## src/rtl/halt_wake_pkg.sv

```systemverilog
package halt_wake_pkg;

  typedef enum logic [1:0] {
    ST_RUN,
    ST_HALT,
    ST_WARM,
    ST_EXTRA
  } pwrState_t;

  typedef enum logic [2:0] {
    WK_NONE,
    WK_FULL,
    WK_PARTIAL,
    WK_VECTOR,
    WK_RESUME
  } wakeKind_t;

  typedef struct packed {
    logic enterHalt;
    logic setTimeout;
  } ctrlStrobe_t;

endpackage

```

## src/rtl/halt_wake_datapath.sv

```systemverilog
module halt_wake_datapath
  import halt_wake_pkg::*;
#(
  parameter int PORT_W = 8,
  parameter int IRQ_W  = 4
) (
  input  logic              clk,
  input  logic              rstN,
  input  ctrlStrobe_t       strobe,
  input  logic              clrWdtCmd,
  input  logic [PORT_W-1:0] portIn,
  input  logic [PORT_W-1:0] portWakeEn,
  input  logic [IRQ_W-1:0]  irqReq,
  input  logic [IRQ_W-1:0]  irqEn,
  input  logic              stackFull,
  output logic              portWake,
  output logic              irqWake,
  output logic              irqVector,
  output logic              pdFlag,
  output logic              toFlag
);

  logic [PORT_W-1:0] pinFall;
  logic [IRQ_W-1:0]  pendMask;
  logic [IRQ_W-1:0]  freshIrq;

  // per-pin two-flop synchronizer plus previous-level flop
  for (genvar i = 0; i < PORT_W; i++) begin : g_pin
    logic syncA, syncB, prevLvl;
    always_ff @(posedge clk or negedge rstN) begin
      if (!rstN) begin
        syncA   <= 1'b1;
        syncB   <= 1'b1;
        prevLvl <= 1'b1;
      end else begin
        syncA   <= portIn[i];
        syncB   <= syncA;
        prevLvl <= syncB;
      end
    end
    assign pinFall[i] = prevLvl & ~syncB & portWakeEn[i];
  end

  assign portWake = |pinFall;

  // requests already raised at halt entry are masked for that halt
  always_ff @(posedge clk or negedge rstN) begin
    if (!rstN) begin
      pendMask <= '0;
    end else if (strobe.enterHalt) begin
      pendMask <= irqReq;
    end
  end

  assign freshIrq  = irqReq & ~pendMask;
  assign irqWake   = |freshIrq;
  assign irqVector = (|(freshIrq & irqEn)) & ~stackFull;

  // status flags
  always_ff @(posedge clk or negedge rstN) begin
    if (!rstN) begin
      pdFlag <= 1'b0;
      toFlag <= 1'b0;
    end else begin
      if (strobe.enterHalt) begin
        pdFlag <= 1'b1;
      end else if (clrWdtCmd) begin
        pdFlag <= 1'b0;
      end
      if (strobe.enterHalt) begin
        toFlag <= 1'b0;
      end else if (strobe.setTimeout) begin
        toFlag <= 1'b1;
      end
    end
  end

endmodule

```

## src/rtl/halt_wake_ctrl.sv

```systemverilog
module halt_wake_ctrl
  import halt_wake_pkg::*;
#(
  parameter int STARTUP_CYCLES = 1024
) (
  input  logic        clk,
  input  logic        rstN,
  input  logic        haltReq,
  input  logic        idleMode,
  input  logic        wdtFromSlow,
  input  logic        wdtOverflow,
  input  logic        extReset,
  input  logic        portWake,
  input  logic        irqWake,
  input  logic        irqVector,
  output ctrlStrobe_t strobe,
  output logic        sysClkEn,
  output logic        inSleep,
  output logic        inIdle,
  output logic        wdtClear,
  output logic        wdtRun,
  output logic        wakeFull,
  output logic        wakePartial,
  output logic        wakeVector,
  output logic        wakeResume
);

  localparam int CNT_W = (STARTUP_CYCLES > 1) ? $clog2(STARTUP_CYCLES) : 1;
  localparam logic [CNT_W-1:0] LAST_CNT = CNT_W'(STARTUP_CYCLES - 1);

  pwrState_t        state;
  wakeKind_t        cause;
  wakeKind_t        wakeSel;
  logic [CNT_W-1:0] warmCnt;
  logic             idleLat;
  logic             warmDone;

  // fixed precedence among coincident wake sources
  always_comb begin
    if (extReset) begin
      wakeSel = WK_FULL;
    end else if (wdtOverflow && wdtFromSlow) begin
      wakeSel = WK_PARTIAL;
    end else if (irqWake) begin
      wakeSel = irqVector ? WK_VECTOR : WK_RESUME;
    end else if (portWake) begin
      wakeSel = WK_RESUME;
    end else begin
      wakeSel = WK_NONE;
    end
  end

  assign warmDone = (state == ST_WARM) && (warmCnt == LAST_CNT);

  always_ff @(posedge clk or negedge rstN) begin
    if (!rstN) begin
      state   <= ST_RUN;
      cause   <= WK_NONE;
      warmCnt <= '0;
      idleLat <= 1'b0;
    end else begin
      unique case (state)
        ST_RUN: begin
          if (haltReq) begin
            state   <= ST_HALT;
            idleLat <= idleMode;
          end
        end
        ST_HALT: begin
          if (wakeSel != WK_NONE) begin
            state   <= ST_WARM;
            cause   <= wakeSel;
            warmCnt <= '0;
          end
        end
        ST_WARM: begin
          if (warmDone) begin
            state <= (cause == WK_VECTOR) ? ST_EXTRA : ST_RUN;
          end else begin
            warmCnt <= warmCnt + 1'b1;
          end
        end
        ST_EXTRA: begin
          state <= ST_RUN;
        end
        default: state <= ST_RUN;
      endcase
    end
  end

  always_comb begin
    strobe.enterHalt  = (state == ST_RUN) && haltReq;
    strobe.setTimeout = (state == ST_HALT) && (wakeSel == WK_PARTIAL);
  end

  assign sysClkEn    = (state != ST_HALT);
  assign inSleep     = (state == ST_HALT) && !idleLat;
  assign inIdle      = (state == ST_HALT) && idleLat;
  assign wdtClear    = strobe.enterHalt && wdtFromSlow;
  assign wdtRun      = (state != ST_HALT) || wdtFromSlow;
  assign wakeFull    = warmDone && (cause == WK_FULL);
  assign wakePartial = warmDone && (cause == WK_PARTIAL);
  assign wakeResume  = warmDone && (cause == WK_RESUME);
  assign wakeVector  = (state == ST_EXTRA);

endmodule

```

## src/rtl/halt_wake_unit.sv

```systemverilog
module halt_wake_unit
  import halt_wake_pkg::*;
#(
  parameter int PORT_W         = 8,
  parameter int IRQ_W          = 4,
  parameter int STARTUP_CYCLES = 1024
) (
  input  logic              clk,
  input  logic              rstN,
  input  logic              haltReq,
  input  logic              idleMode,
  input  logic              clrWdtCmd,
  input  logic              wdtFromSlow,
  input  logic              wdtOverflow,
  input  logic              extReset,
  input  logic [PORT_W-1:0] portIn,
  input  logic [PORT_W-1:0] portWakeEn,
  input  logic [IRQ_W-1:0]  irqReq,
  input  logic [IRQ_W-1:0]  irqEn,
  input  logic              stackFull,
  output logic              sysClkEn,
  output logic              inSleep,
  output logic              inIdle,
  output logic              wdtClear,
  output logic              wdtRun,
  output logic              pdFlag,
  output logic              toFlag,
  output logic              wakeFull,
  output logic              wakePartial,
  output logic              wakeVector,
  output logic              wakeResume
);

  ctrlStrobe_t strobe;
  logic        portWake;
  logic        irqWake;
  logic        irqVector;

  halt_wake_ctrl #(
    .STARTUP_CYCLES(STARTUP_CYCLES)
  ) u_ctrl (
    .clk        (clk),
    .rstN       (rstN),
    .haltReq    (haltReq),
    .idleMode   (idleMode),
    .wdtFromSlow(wdtFromSlow),
    .wdtOverflow(wdtOverflow),
    .extReset   (extReset),
    .portWake   (portWake),
    .irqWake    (irqWake),
    .irqVector  (irqVector),
    .strobe     (strobe),
    .sysClkEn   (sysClkEn),
    .inSleep    (inSleep),
    .inIdle     (inIdle),
    .wdtClear   (wdtClear),
    .wdtRun     (wdtRun),
    .wakeFull   (wakeFull),
    .wakePartial(wakePartial),
    .wakeVector (wakeVector),
    .wakeResume (wakeResume)
  );

  halt_wake_datapath #(
    .PORT_W(PORT_W),
    .IRQ_W (IRQ_W)
  ) u_dp (
    .clk       (clk),
    .rstN      (rstN),
    .strobe    (strobe),
    .clrWdtCmd (clrWdtCmd),
    .portIn    (portIn),
    .portWakeEn(portWakeEn),
    .irqReq    (irqReq),
    .irqEn     (irqEn),
    .stackFull (stackFull),
    .portWake  (portWake),
    .irqWake   (irqWake),
    .irqVector (irqVector),
    .pdFlag    (pdFlag),
    .toFlag    (toFlag)
  );

endmodule

```

## config.mk

```make
export PLATFORM = sky130hd
export DESIGN_NAME = halt_wake_unit
export DESIGN_NICKNAME = d
export VERILOG_FILES = /design/src/rtl/halt_wake_pkg.sv /design/src/rtl/halt_wake_datapath.sv /design/src/rtl/halt_wake_ctrl.sv /design/src/rtl/halt_wake_unit.sv
export SDC_FILE = /design/constraint.sdc
export NUM_CORES = 1
export LEC_CHECK = 0
export CAP_MARGIN = 10
export CORE_MARGIN = 4
export CORE_UTILIZATION = 45
export DETAILED_ROUTE_END_ITERATION = 12
export MAX_ROUTING_LAYER = met4
export PLACE_DENSITY = 0.74
export SLEW_MARGIN = 20
export SYNTH_ARGS = -nofsm -noshare
export SYNTH_HDL_FRONTEND = slang
export SYNTH_SLANG_ARGS = --single-unit
```

## constraint.sdc

```tcl
create_clock -name clk -period 1.6 [get_ports clk]
set_input_delay 0.32 -clock clk [delete_from_list [all_inputs] [get_ports clk]]
set_output_delay 0.32 -clock clk [all_outputs]
set_load 0.02 [all_outputs]
```

* Yosys cells after proc, flatten, opt, wreduce, memory -nomap -nowiden
Index checks and enable logic that the tools add are counted.
** Operators by class
- Add/sub/neg operators :: 1
- Equality and inequality tests :: 14
- Mux-type cells :: 17
- Bitwise logic cells :: 29
- Reduce and logical (&&, ||, !) cells :: 24
** Operator list (number)
- $mux 10 :: 2
- $pmux 10 s2 :: 1
- $and 1x1->1 :: 17
- $mux 3 :: 5
- $add 10x1->10 const B :: 1
- $eq 10x10->1 const B :: 1
- $logic_and 1x1->1 :: 10
- $eq 3x2->1 const B :: 3
- $not 1->1 :: 9
- $and 4x4->4 :: 2
- $mux 2 :: 4
- $pmux 2 s4 :: 1
- $reduce_or 4->1 :: 2
- $reduce_or 8->1 :: 1
- $ne 2x1->1 const B :: 3
- $reduce_and 3->1 :: 2
- $reduce_bool 2->1 :: 3
- $eq 2x2->1 const B :: 2
- $mux 1 :: 4
- $ne 2x2->1 const B :: 2
- $not 4->4 :: 1
- $reduce_and 2->1 :: 2
- $eq 3x1->1 const B :: 1
- $eq 3x3->1 const B :: 1
- 5 further kinds :: 5
** Storage, ports and cells
- Bits of input ports :: 33
- Output and inout port bits :: 11
- Flip-flop bits (word level) :: 46

* Logic depth before layout (Yosys ltp)
- Word-level depth :: 13
- Gate-level depth with buffers :: 7

* Modules after synthesis
A second synthesis with hierarchy kept.
** Unflattened totals
- Cell total of the unflattened synthesis :: 166
- Area, all modules :: 1958.1 µm²
** Modules (own cells, without submodules)
- halt_wake_datapath :: cells an instance 64, times used 1, sequential area each 780.7 µm², area an instance 982.2 µm²
- halt_wake_ctrl :: cells an instance 102, times used 1, sequential area each 400.4 µm², area an instance 975.9 µm²

* Worst setup path before layout
Ideal clock, no wire load.
- Path type :: reg-to-output
- Start point :: register u_ctrl.warmCnt[0]
- End point :: output port wakeFull
- Arrival time :: 1671 ps
- Path slack :: -391 ps
- Stages on the path, launching flop included :: 5
- Path buffers :: 0
- Cells stage by stage :: dfrtp_1 > ha_1 > and3_1 > nand4_1 > nor4b_1
** Between the ends
- Cells in the longest elaborated chain, start to end :: 3
** RTL lines
- start, declared :: RTL line halt_wake_ctrl.sv:34 : logic [CNT_W-1:0] warmCnt;
- start signal, assigned :: RTL line halt_wake_ctrl.sv:80 : warmCnt <= warmCnt + 1'b1;
- $eq 10x10->1 :: RTL line halt_wake_ctrl.sv:53 : assign warmDone = (state == ST_WARM) && (warmCnt == LAST_CNT);
- $logic_and 1x1->1 :: RTL line halt_wake_ctrl.sv:53
- $logic_and 1x1->1 :: RTL line halt_wake_ctrl.sv:101 : assign wakeFull = warmDone && (cause == WK_FULL);
- end, declared :: RTL line halt_wake_unit.sv:28 : output logic wakeFull,
No other way between the ends.

* Worst setup path after layout
- Start point :: register u_ctrl.warmCnt[1]
- End point :: output port wakeResume
** Between the ends
- Cells in the longest elaborated chain, start to end :: 3
** RTL lines
- $eq 10x10->1 :: RTL line halt_wake_ctrl.sv:53
- $logic_and 1x1->1 :: RTL line halt_wake_ctrl.sv:53
- $logic_and 1x1->1 :: RTL line halt_wake_ctrl.sv:103 : assign wakeResume = warmDone && (cause == WK_RESUME);
- end, declared :: RTL line halt_wake_unit.sv:31 : output logic wakeResume
No other way between the ends.

==> results.toml <==
[outcome]
status = "finished with violations"
failed_checks = "negative setup slack"

[sta]
slew_headroom_pct = 75.02
finalCritPeriodShare_pct = 125.0
fmax_mhz = 500.1
setup_violations = 20
rsz0062_at_grt = "true"
hold_ws_ns = 0.3585
fin_worst_skew_ns = 0.007435
setup_slack_ns = -0.3997
slew_violations = 0
fin_setup_tns_ns = -4.314
period_minus_slack_ns = 2.000
hold_viol = 0
worstMarginPinSlew_ns = 0.3730

[yosys]
synth-main-ff-cell = "dfstp_2"
synth_nets = 222
netlist_area_um2 = 2160
synth-warning-count = 0
postSynthCellCount = 183
async_reset_ff_share_pct = 100.0
post_synth.cell_area_avg_um2 = 11.80
synth-edff-count = 0
synth.distinct_cells = 41
synth_seq_cells = 46
synth_seq_area_share_pct = 54.69
yosys.area.top_type = "dfstp_2"
synth.top_cells.by_area = "dfstp_2 (29%), dfrtp_1 (25%), nand3b_1 (4.2%)"
synth_top_area_share_pct = 29.20

[floorplan]
start_util_pct = 47.94
io_pins = 44
chipWidth_um = 77.28
row_count = 24
die_y_um = 77.28
dieArea_um2 = 5971
core_area_um2 = 4504

[setup_path]
endpoint = "wakeResume"
critPathCaptureType = "output pin"
r2r-start = "u_ctrl.state[1]$_DFFE_PN0P_"
crit_fanout = 4
worstSetupPathType = "register to output pin"
critical_path.startpoint = "u_ctrl.warmCnt[1]$_DFFE_PN0P_"
arrival_ns = 1.68
critical_path_required_ns = 1.28
worst-r2r-setup-slack_ns = -0.27
startpoint_type = "register"
r2r_cells = 8
r2r-end = "u_ctrl.warmCnt[1]$_DFFE_PN0P_"

[clock_network]
clk_latency_ns = 0.30
cts_buffer_depth = 2
cts_tree = "built"
clk_pin_slew_ns = 0.08
root_buffer = "clkbuf_8"
cts_htree_levels = 2
cts_num_sinks = 46
numCtsBuffers = 5

[route]
wl_um = 5383
ant_nets = 0
firstDrtPassIters = 4
first_iter_violations = 137
via_per_inst = 5.447
vias = 1814
drc_errors = 0
wire_per_inst_um = 16.17

[grt]
grt-ovfl-total = 0
grt_max_degree = 26
grtUsageTotal_pct = 19.19
grt_pass1_wl_um = 8756
grt_pass1_vias = 1908
antenna_found_initial = 0

[finish]
final_core_util_pct = 74.06
num-nets-final = 319
antenna_cells = 0
synthToLayoutAreaGrowth_pct = 54.46
fill_cells = 282
drive_gt1_share_pct = 46.98

[hold_path]
holdCritPathClass = "register to register"

[place]
placement.setup.worst_slack_ns = -0.5968
dpl.hpwl_um = 3602
globalplace.congestion = 0.8618
io_buffers = 43

[job]
max_cap_viol_count = 0

[power_and_ir_drop]
vdd_drop_max_v = 0.0007746
powerDensity_nw_per_um2 = 1407
p_leak_nw = 1.441
==> critical path, stage by stage, from the launching register on <==
cell and delay [ns]:
dfrtp_1 0.37, ha_2 0.18, and3_4 0.17, nand4_1 0.12, buf_6 0.17, nor4b_4 0.20
buf_4 0.18
==> final cells by class <==
class	instances	area [um2]	area share [%]
Multi-Input combinational cell	113	1017	30.50
Timing Repair Buffer	95	892.1	26.74
Sequential cell	46	1181	35.41
Inverter	19	76.32	2.288
Clock buffer	7	97.59	2.926
Clock inverter	1	6.256	0.1875
Tap cell	52	65.06	1.950
==> repair_timing <==
item,in CTS,in global routing
pin swaps,6,7
buffers inserted,5,7
hold buffers,1,0
hold endpoints to repair,7,0
cloned,1,0
setup endpoints to repair,23,27
gates resized for setup,45,53
==> layout by cell type, fill, tap and decap left out, types with 3 or more instances in the layout <==
cell type / synthesis / final
buf_4: 0 / 44
clkdlybuf4s50_1: 0 / 31
dfstp_2: 24 / 24
dfrtp_1: 22 / 22
inv_1: 19 / 16
buf_6: 1 / 13
nand3b_1: 12 / 12
nand2_1: 11 / 9
and3_1: 8 / 6
o21ai_0: 11 / 6
o221ai_2: 6 / 6
nand2b_1: 6 / 5
nor2_1: 6 / 5
and4_1: 7 / 5
clkbuf_8: 0 / 5
and3_4: 2 / 4
mux2_2: 4 / 4
inv_4: 0 / 3
o21ai_2: 0 / 3
ha_4: 0 / 3
==> layer usage <==
layer / vias to the layer above / routed length [um] / share of wire, % / track usage, %
met2: 58 / 2676 / 50 / 30.57
met1: 879 / 2222 / 41 / 23.93
met5: - / 0 / 0 / -
li1: 866 / - / - / -
met4: 0 / 127 / 2.4 / 7.295
met3: 11 / 357 / 6.6 / 4.215
==> Yosys cell counts, types with 2 or more instances <==
library cell,instances
o221ai_2,6
nand2b_1,6
mux2i_1,2
or3_1,2
a21oi_1,2
nor4b_1,2
o21ai_0,11
inv_1,19
dfstp_2,24
nand3b_1,12
ha_1,6
and3_1,8
o2bb2ai_1,2
clkbuf_1,3
and4_1,7
nand4_1,2
dfrtp_1,22
o2111ai_1,3
o211ai_2,2
and3_4,2
nor2_1,6
mux2_2,4
nand2_1,11
a31oi_1,2
==> sequential cells by signal, indices dropped and copies added (netlist names) <==
register / flops
u_ctrl.warmCnt: 10
u_dp.g_pin.prevLvl: 8
u_dp.g_pin.syncA: 8
u_dp.g_pin.syncB: 8
u_dp.pendMask: 4
u_ctrl.cause: 3
u_ctrl.state: 2
u_ctrl.idleLat: 1
u_dp.pdFlag: 1
u_dp.toFlag: 1
==> per-stage QoR <==
step / instance area, um2 / instances / power (mW)
floorplan: 2178 / 183 / 2.416
global placement: 2967 / 313 / 3.248
detailed placement: 2967 / 313 / 3.276
CTS: 3166 / 328 / 4.287
global route: 3336 / 333 / 4.956
finish: 3336 / 333 / 4.693
==> cell families after synthesis <==
logic type | Yosys count | share of synthesized area, %
flops | 46 | 54.69
compound gates | 37 | 14.77
mux | 6 | 3.013
simple gates | 64 | 19.47
fa+ha+maj | 6 | 3.476
buf+inv | 24 | 4.577
==> worst min path at each step <==
stage,start,endpoint,slack (ns),depth (start not counted)
after floorplan,rstN,u_ctrl.cause[0]$_DFFE_PN0P_,0.02,0
after global placement,rstN,u_ctrl.idleLat$_DFFE_PN0P_,0.25,1
after detailed placement,rstN,u_ctrl.idleLat$_DFFE_PN0P_,0.25,1
after CTS,u_dp.g_pin[3].syncA$_DFF_PN1_,u_dp.g_pin[3].syncB$_DFF_PN1_,0.36,0
after global routing,u_dp.g_pin[1].syncA$_DFF_PN1_,u_dp.g_pin[1].syncB$_DFF_PN1_,0.36,0
final,u_dp.g_pin[3].syncA$_DFF_PN1_,u_dp.g_pin[3].syncB$_DFF_PN1_,0.36,0
==> power by group <==
part | leakage, nW | internal, mW | switching [mW] | total [mW]
Sequential | 0.538 | 1.38 | 0.173 | 1.55
Clock | 0.0539 | 0.405 | 0.399 | 0.804
Combinational | 0.849 | 1.31 | 1.03 | 2.34
No activity file was read; power rests on OpenSTA's default activity.
